[config.mk]
export PLATFORM = sky130hd
export DESIGN_NAME = flash_psus_ctrl
export DESIGN_NICKNAME = d
export VERILOG_FILES = /design/src/rtl/psus_pkg.sv /design/src/rtl/psus_cmd_dec.sv /design/src/rtl/psus_prog_engine.sv /design/src/rtl/psus_array.sv /design/src/rtl/flash_psus_ctrl.sv
export SDC_FILE = /design/constraint.sdc
export NUM_CORES = 1
export LEC_CHECK = 0
export ABC_AREA = 0
export BUFFER_PORTS_ARGS = -buffer_cell sky130_fd_sc_hd__buf_2
export CORE_MARGIN = 2
export CORE_UTILIZATION = 40
export CTS_CLUSTER_SIZE = 24
export DETAILED_ROUTE_END_ITERATION = 10
export MAX_ROUTING_LAYER = met4
export SYNTH_ARGS = -nofsm -noshare
export SYNTH_HDL_FRONTEND = slang
export SYNTH_HIERARCHICAL = 1
export SYNTH_SLANG_ARGS = --single-unit
[constraint.sdc]
create_clock -name clk -period 7.65 [get_ports clk]
set_clock_uncertainty 0.2 [all_clocks]
set_input_delay 0.765 -clock clk [delete_from_list [all_inputs] [get_ports clk]]
set_output_delay 0.765 -clock clk [all_outputs]
set_load 0.02 [all_outputs]
[src/rtl/psus_pkg.sv]
package psus_pkg;

  typedef enum logic [1:0] {
    ST_IDLE  = 2'd0,
    ST_SETUP = 2'd1,
    ST_BUSY  = 2'd2,
    ST_SUSP  = 2'd3
  } eng_st_t;

  localparam logic [7:0] CMD_RD_ARRAY = 8'hFF;
  localparam logic [7:0] CMD_RD_STAT  = 8'h70;
  localparam logic [7:0] CMD_PROG     = 8'h40;
  localparam logic [7:0] CMD_SUSP     = 8'hB0;
  localparam logic [7:0] CMD_RESUME   = 8'hD0;

  localparam int SR_READY_BIT = 7;
  localparam int SR_SUSP_BIT  = 2;

  // A step count that is one short of a multiple of the gap is a pause point,
  // except for the final step, which always completes.
  function automatic logic at_pause_point(input int unsigned step,
                                          input int unsigned steps,
                                          input int unsigned gap);
    return ((step % gap) == gap - 1) && (step != steps - 1);
  endfunction

  function automatic logic [7:0] make_status(input logic rdy, input logic susp);
    logic [7:0] s;
    s = '0;
    s[SR_READY_BIT] = rdy;
    s[SR_SUSP_BIT]  = susp;
    return s;
  endfunction

endpackage

[src/rtl/psus_cmd_dec.sv]
module psus_cmd_dec
  import psus_pkg::*;
(
  input  logic       wr_en,
  input  logic [7:0] wr_data,
  input  eng_st_t    st,
  output logic       take_data,
  output logic       do_setup,
  output logic       do_rd_array,
  output logic       do_rd_stat,
  output logic       do_susp,
  output logic       do_resume
);

  always_comb begin
    take_data   = 1'b0;
    do_setup    = 1'b0;
    do_rd_array = 1'b0;
    do_rd_stat  = 1'b0;
    do_susp     = 1'b0;
    do_resume   = 1'b0;
    if (wr_en) begin
      unique case (st)
        ST_IDLE: begin
          do_rd_array = (wr_data == CMD_RD_ARRAY);
          do_rd_stat  = (wr_data == CMD_RD_STAT);
          do_setup    = (wr_data == CMD_PROG);
        end
        ST_SETUP: take_data = 1'b1;
        ST_BUSY: begin
          do_rd_stat = (wr_data == CMD_RD_STAT);
          do_susp    = (wr_data == CMD_SUSP);
        end
        ST_SUSP: begin
          // restricted command set while suspended
          do_rd_array = (wr_data == CMD_RD_ARRAY);
          do_rd_stat  = (wr_data == CMD_RD_STAT);
          do_resume   = (wr_data == CMD_RESUME);
        end
        default: ;
      endcase
    end
  end

endmodule

[src/rtl/psus_prog_engine.sv]
module psus_prog_engine
  import psus_pkg::*;
#(
  parameter int AW        = 4,
  parameter int STEPS     = 16,
  parameter int PAUSE_GAP = 4
) (
  input  logic          clk,
  input  logic          rst_n,
  input  logic          do_setup,
  input  logic          take_data,
  input  logic          do_susp,
  input  logic          do_resume,
  input  logic [7:0]    wr_data,
  input  logic [AW-1:0] wr_addr,
  output eng_st_t       st,
  output logic          commit,
  output logic [AW-1:0] commit_addr,
  output logic [7:0]    commit_data
);

  localparam int SW = $clog2(STEPS);
  localparam int LW = $clog2(PAUSE_GAP + 2);

  eng_st_t       st_q;
  logic [SW-1:0] step_q;
  logic          req_q;
  logic [AW-1:0] addr_q;
  logic [7:0]    data_q;
  logic [LW-1:0] lat_q;

  wire last_step = (st_q == ST_BUSY) && (step_q == SW'(STEPS - 1));
  wire pause_hit = (st_q == ST_BUSY) && req_q &&
                   at_pause_point(32'(step_q), STEPS, PAUSE_GAP);

  always_ff @(posedge clk) begin
    if (!rst_n) begin
      st_q   <= ST_IDLE;
      step_q <= '0;
      req_q  <= 1'b0;
      addr_q <= '0;
      data_q <= '0;
    end else begin
      unique case (st_q)
        ST_IDLE: if (do_setup) st_q <= ST_SETUP;
        ST_SETUP: if (take_data) begin
          addr_q <= wr_addr;
          data_q <= wr_data;
          step_q <= '0;
          req_q  <= 1'b0;
          st_q   <= ST_BUSY;
        end
        ST_BUSY: begin
          if (do_susp) req_q <= 1'b1;
          if (last_step) begin
            st_q  <= ST_IDLE;
            req_q <= 1'b0;
          end else begin
            step_q <= step_q + SW'(1);
            if (pause_hit) begin
              st_q  <= ST_SUSP;
              req_q <= 1'b0;
            end
          end
        end
        ST_SUSP: if (do_resume) st_q <= ST_BUSY;
        default: st_q <= ST_IDLE;
      endcase
    end
  end

  // Cycles spent waiting for a pause point; used only by the latency check.
  always_ff @(posedge clk) begin
    if (!rst_n) lat_q <= '0;
    else if (st_q == ST_BUSY && req_q) lat_q <= lat_q + LW'(1);
    else lat_q <= '0;
  end

  assign st          = st_q;
  assign commit      = last_step;
  assign commit_addr = addr_q;
  assign commit_data = data_q;

  p_pause_point_r4: assert property (@(posedge clk) disable iff (!rst_n)
    $rose(st_q == ST_SUSP) |-> ((32'(step_q) % PAUSE_GAP) == 0))
    else $error("suspend outside a pause point");

  p_pause_latency_r4: assert property (@(posedge clk) disable iff (!rst_n)
    lat_q <= LW'(PAUSE_GAP))
    else $error("suspend latency too long");

  p_step_frozen_r8: assert property (@(posedge clk) disable iff (!rst_n)
    (st_q == ST_SUSP && !do_resume) |=> $stable(step_q))
    else $error("step count moved while suspended");

  p_resume_runs_r8: assert property (@(posedge clk) disable iff (!rst_n)
    (st_q == ST_SUSP && do_resume) |=> (st_q == ST_BUSY))
    else $error("resume did not restart program");

endmodule

[src/rtl/psus_array.sv]
module psus_array #(
  parameter int AW = 4,
  parameter int DW = 8
) (
  input  logic          clk,
  input  logic          rst_n,
  input  logic          we,
  input  logic [AW-1:0] waddr,
  input  logic [DW-1:0] wdata,
  input  logic [AW-1:0] raddr,
  output logic [DW-1:0] rdata
);

  localparam int DEPTH = 1 << AW;

  logic [DW-1:0] mem [DEPTH];

  always_ff @(posedge clk) begin
    if (!rst_n) begin
      for (int i = 0; i < DEPTH; i++) mem[i] <= '0;
    end else if (we) begin
      mem[waddr] <= wdata;
    end
  end

  assign rdata = mem[raddr];

endmodule

[src/rtl/flash_psus_ctrl.sv]
module flash_psus_ctrl
  import psus_pkg::*;
#(
  parameter int AW        = 4,
  parameter int STEPS     = 16,
  parameter int PAUSE_GAP = 4
) (
  input  logic          clk,
  input  logic          rst_n,
  input  logic          wr_en,
  input  logic [7:0]    wr_data,
  input  logic [AW-1:0] wr_addr,
  input  logic [AW-1:0] rd_addr,
  output logic [7:0]    rd_data,
  output logic          ready
);

  eng_st_t       eng_st;
  logic          take_data, do_setup, do_rd_array, do_rd_stat, do_susp, do_resume;
  logic          commit;
  logic [AW-1:0] commit_addr;
  logic [7:0]    commit_data;
  logic [7:0]    arr_rd;
  logic          rd_status_q;
  logic [7:0]    status;

  psus_cmd_dec u_dec (
    .wr_en      (wr_en),
    .wr_data    (wr_data),
    .st         (eng_st),
    .take_data  (take_data),
    .do_setup   (do_setup),
    .do_rd_array(do_rd_array),
    .do_rd_stat (do_rd_stat),
    .do_susp    (do_susp),
    .do_resume  (do_resume)
  );

  psus_prog_engine #(.AW(AW), .STEPS(STEPS), .PAUSE_GAP(PAUSE_GAP)) u_eng (
    .clk        (clk),
    .rst_n      (rst_n),
    .do_setup   (do_setup),
    .take_data  (take_data),
    .do_susp    (do_susp),
    .do_resume  (do_resume),
    .wr_data    (wr_data),
    .wr_addr    (wr_addr),
    .st         (eng_st),
    .commit     (commit),
    .commit_addr(commit_addr),
    .commit_data(commit_data)
  );

  psus_array #(.AW(AW), .DW(8)) u_arr (
    .clk  (clk),
    .rst_n(rst_n),
    .we   (commit),
    .waddr(commit_addr),
    .wdata(commit_data),
    .raddr(rd_addr),
    .rdata(arr_rd)
  );

  // read-mode selection
  always_ff @(posedge clk) begin
    if (!rst_n) rd_status_q <= 1'b0;
    else if (do_rd_array) rd_status_q <= 1'b0;
    else if (do_rd_stat | do_setup | take_data | do_susp | do_resume)
      rd_status_q <= 1'b1;
  end

  assign ready   = (eng_st != ST_BUSY);
  assign status  = make_status(ready, eng_st == ST_SUSP);
  assign rd_data = rd_status_q ? status : arr_rd;

  p_susp_status_r5: assert property (@(posedge clk) disable iff (!rst_n)
    (eng_st == ST_SUSP && rd_status_q) |-> (ready && rd_data == 8'h84))
    else $error("suspended status wrong");

  p_susp_filter_r6: assert property (@(posedge clk) disable iff (!rst_n)
    (eng_st == ST_SUSP && !do_resume) |=> (eng_st == ST_SUSP))
    else $error("left suspend without resume");

  p_resume_clear_r8: assert property (@(posedge clk) disable iff (!rst_n)
    do_resume |=> (!ready && rd_status_q && rd_data == 8'h00))
    else $error("resume did not clear status");

  p_idle_susp_r9: assert property (@(posedge clk) disable iff (!rst_n)
    (eng_st == ST_IDLE && wr_en && wr_data == CMD_SUSP) |=> (eng_st == ST_IDLE && ready))
    else $error("idle suspend had an effect");

endmodule

; ---- After elaboration in Yosys (flattened, before gate mapping)
; Memories as Yosys holds them, arrays and structs flattened.
; Cells that the tools add are included.
[op_classes]
n_addsub = 1
mux = 34
n_bitwise = 5
reduce_logical = 14
eq_ne = 18
[op_table]
columns = cell, count
row1 = $eq A8 B8 Y1 const B, 3
row2 = $mux W1, 21
row3 = $eq A8 B7 Y1 const B, 2
row4 = $mux W8, 2
row5 = $mux W4, 3
row6 = $mux W2, 5
row7 = $ne A2 B2 Y1 const B, 5
row8 = $pmux W2 S4, 1
row9 = $pmux W4 S2, 1
row10 = $reduce_or A8 Y1, 1
row11 = $eq A2 B2 Y1 const B, 3
row12 = $reduce_and A3 Y1, 2
row13 = $add A4 B1 Y4 const B, 1
row14 = $eq A4 B4 Y1 const B, 1
row15 = $logic_and A1 B1 Y1, 4
row16 = $ne A4 B3 Y1 const B, 1
row17 = $ne A4 B4 Y1 const B, 1
row18 = $or A1 B1 Y1, 4
row19 = $reduce_and A4 Y1, 1
row20 = $reduce_or A2 Y1, 2
row21 = $ne A3 B2 Y1 const B, 1
row22 = $reduce_or A3 Y1, 1
row23 = $eq A2 B1 Y1 const B, 1
row24 = $logic_not A2 Y1, 1
row25 = 4 further kinds, 4
[totals]
n_memories = 1
ramBits = 128
regBits = 20
[mem_list]
columns = memory, depth, width, read_ports, rd_clocked_by_memory_dff, write_ports, line
row1 = u_arr.mem, 16, 8, 1, 0, 16, psus_array.sv:16  ; logic [DW-1:0] mem [DEPTH];

; ---- Logic depth before layout (Yosys ltp)
[logic_depth]
depth_word = 8
ltp_mapped = 7

; ---- Cells and area by module
; Netlist, hierarchy kept.
[by_module_without_submodules]
columns = module, seq_area_each_um2, area_per_inst_um2, cells_per_inst, n_inst
row1 = psus_array, 3843.7, 5948.2, 375, 1
row2 = psus_prog_engine, 380.4, 932.1, 110, 1
row3 = psus_cmd_dec, 0.0, 165.2, 21, 1
row4 = flash_psus_ctrl, 20.0, 151.4, 17, 1

; ---- Worst setup path before layout
; OpenSTA, ideal clock, no wires.
[synth_path]
kind = input port to output port
start = in rd_addr[0]
end = out rd_data[7]
t_required_ns = 6.685
path_stages = 6
path_buffers = 2
arrival_ns = 2.087
slack_ns = 4.598
path_cell_list = buf_6 -> buf_4 -> mux4_2 -> a22oi_1 -> nand2_1 -> mux2_2
[synth_via]
elab_chain_cells = 2
[synth_lines]
columns = element, line
row1 = from (decl), flash_psus_ctrl.sv:13  ; input logic [AW-1:0] rd_addr,
row2 = $mem_v2 Z16 W8, --
row3 = net arr_rd[7], flash_psus_ctrl.sv:23  ; logic [7:0] arr_rd;
row4 = $mux W8, flash_psus_ctrl.sv:74  ; assign rd_data = rd_status_q ? status : arr_rd;
row5 = to (decl), flash_psus_ctrl.sv:14  ; output logic [7:0] rd_data,
; The timed path passes the listed nets, and every way through them passes these cells.

; ---- Worst setup path in the final report
; Ends and elaborated chain as after synthesis.

==> flow_summary.ini <==
[setup_path]
crit_start = rd_addr[0]
worstRegToRegCells = 7
end_kind = primary output
cpMostUsedCell = buf_2
crit_end = rd_data[7]
crit_path_start_kind = input pin
critPathKind = in2out
r2r-start = u_eng/st[0]$_SDFFE_PN0P_
cp.depth = 6
r2r-end = u_arr/mem[8][6]$_SDFFCE_PN0P_
crit_arrival_ns = 3.00
crit_path_max_fanout = 32
path_buf_inv = 2
critical_path_required_ns = 6.68
cp_slowest_cell = buf_2
rrSetupSlack_ns = 4.41
slowest_delay_ns = 0.77
crit_chain = buf_2, mux4_1, a22oi_1, nand2_1, mux2_2, buf_2
cp_top_family = multiplexers

[sta]
tns_ns = 0
slew_headroom_pct = 25.54
fin_crit_ns = 3.963
finalCritPeriodShare_pct = 51.81
hold_viol_final = 0
worst_pin_slew_ns = 1.105
finalMaxSlewViolations = 0
rsz0062_at_grt = false
max_freq_mhz = 252.3
setup_viol = 0

[floorplanning]
fp.dieW_um = 138.1
rows = 49
die_height_um = 138.1
die_area_sq_um = 19080
pin_count = 28
core-area_sq_um = 17780
start_util_pct = 40.48

[synthesis]
synth_flop_cell = edfxtp_1
netlist_instances = 523
synth.most_common_cell = and2_1
netlist_area_sq_um = 7197
async_reset_ff_share_pct = 0
synth_top_area_share_pct = 53.41
avgSynthCellArea_sq_um = 13.76
synth.ff_latch_count = 148
yosysTopAreaCell = edfxtp_1
synth_common_cells = 131 x and2_1, 128 x edfxtp_1, 42 x nand2_1
synth_nets = 554
yosys_warnings = 6
yosysUniqueCellTypes = 49
synth_edf_count = 128
synth.yosys.seq_area_share_pct = 58.97
ys_top_cells_by_area = edfxtp_1 53%, and2_1 11%, mux4_1 5.8%, dfxtp_1 5.6%, mux4_2 5.0%

[cells_and_area]
stdcell_count = 796
post-route-util_pct = 45.59
area_growth_pct = 12.62
final_nets = 585
drive_gt1_share_pct = 16.93
n_antenna_cell = 0
fillers = 1626

[detailed_routing]
first_pass_iters = 5
antenna_left = 0
routed_via_density = 5.283
num_vias = 4205
wirelength_um = 15650
drc = 0
drtIter0Drc = 396
wire_per_inst_um = 19.66

[grt]
grtUsageTotal_pct = 17.43
antenna_found_initial = 0
grt_pass1_wl_um = 24290
grt-ovfl-total = 0
grt_max_degree = 43
grt_pass1_vias = 4240

[flow_run]
cap_violations = 0

[clocking]
cts_buffer_depth = 2
cts_tree = done
htreeDepth = 4
cts_resized = 0
cts_setup_buffers = 0
cts_buffers = 17
cts.sinks = 148
clkLatencyLatePin_ns = 0.41
clk_pin_slew_ns = 0.05
holdBufCountCts = 0
root_buffer = clkbuf_16

[place]
place_hpwl_um = 10470
dp_cells = 763
portBuffers = 27
place_congestion = 0.8124

[power]
powerDensity_nw_per_um2 = 229.4
power.total_mw = 1.859
leakagePower_nw = 2.878
ir_worst_vdd_mv = 0.1356

[worst_hold_path]
min_from = u_eng/step_q[1]$_SDFFE_PN0P_
hp-class = reg2reg
holdPathStages = 2

[outcome]
status = finished, final reports clean
-- kinds of logic (layout without fill, tap and decap cells) --
| kind of cell | Yosys count | count (layout) | share of synthesized area (%) |
|---|---|---|---|
| AOI/OAI and AO/OA | 54 | 54 | 5.007 |
| DFF | 148 | 148 | 58.97 |
| adders and majority gates | 12 | 12 | 2.086 |
| muxes | 36 | 36 | 11.42 |
| and+or+nand+nor | 237 | 237 | 19.58 |
| xor gates and xnor gates | 2 | 2 | 0.2434 |
| buffers and inverters | 34 | 78 | 2.695 |
-- flip-flops by register name, summed over array words and instances, names as in the netlist --
| signal | cells |
|---|---|
| rd_status_q | 1 |
| u_eng/commit_data | 8 |
| u_eng/st | 2 |
| u_eng/req_q | 1 |
| u_eng/commit_addr | 4 |
| u_eng/step_q | 4 |
| u_arr/mem | 128 |
-- layer usage --
layer	track usage (%)	wire length, um
met1	22.66	7038
met2	27.36	7602
met3	4.053	757
met4	5.585	249
met5	-	0
-- stage by stage --
stage	worst slack, ns	cell area, sq um	hold WS (ns)
2_1_floorplan	4.598	7197	0.2477
3_3_place_gp	3.655	7526	0.2656
6_report	3.687	8105	0.2802
4_1_cts	3.658	8100	0.2839
5_1_grt	3.520	8105	0.3175
3_5_place_dp	3.662	7526	0.2749
-- placed cells by master, fill, tap and decap left out, drive strengths merged, types with 4 or more instances in the layout --
cell type,synthesis,layout
a21boi,13,13
a22oi,17,17
and2,131,131
and2b,7,7
buf,10,37
clkbuf,12,20
clkinv,0,7
dfxtp,20,20
edfxtp,128,128
ha,12,12
inv,9,9
mux4,32,32
nand2,42,42
nand2b,10,10
nand4,5,5
nor2,16,16
nor3,7,7
nor4,4,4
o21ai,16,16
-- worst reg2reg max path, cell delays in order (launching register included) --
cell,delay (ns)
dfxtp_1,0.41
inv_1,0.17
ha_1,0.29
nand4_1,0.24
inv_2,0.17
nand4b_1,0.30
nor3_2,0.59
nand2b_1,0.50
-- final cells by class --
class	count	area, sq um	area share [%]
flip-flops and latches	148	4244	52.36
well taps	229	286.5	3.535
clock buffers	20	436.7	5.387
clock inverters	12	137.6	1.698
multi-input cells	341	2759	34.04
inverters	9	33.78	0.4168
repair buffers	37	207.7	2.563
-- how the worst min path moves through the flow --
stage / end / slack [ns]
floorplan: u_eng/step_q[1]$_SDFFE_PN0P_ / 0.25
global placement: u_eng/step_q[1]$_SDFFE_PN0P_ / 0.27
CTS: u_eng/step_q[1]$_SDFFE_PN0P_ / 0.28
finish: u_eng/step_q[1]$_SDFFE_PN0P_ / 0.28
global route: u_eng/step_q[1]$_SDFFE_PN0P_ / 0.32
detailed placement: u_eng/step_q[1]$_SDFFE_PN0P_ / 0.27
-- report_power, final --
part | leakage, nW | internal [mW] | switching, mW | total (mW)
Sequential | 1.38 | 0.910 | 0.0134 | 0.923
Clock | 0.278 | 0.507 | 0.308 | 0.815
Combinational | 1.22 | 0.0538 | 0.0671 | 0.121
Power figures use the tool's default switching activity.
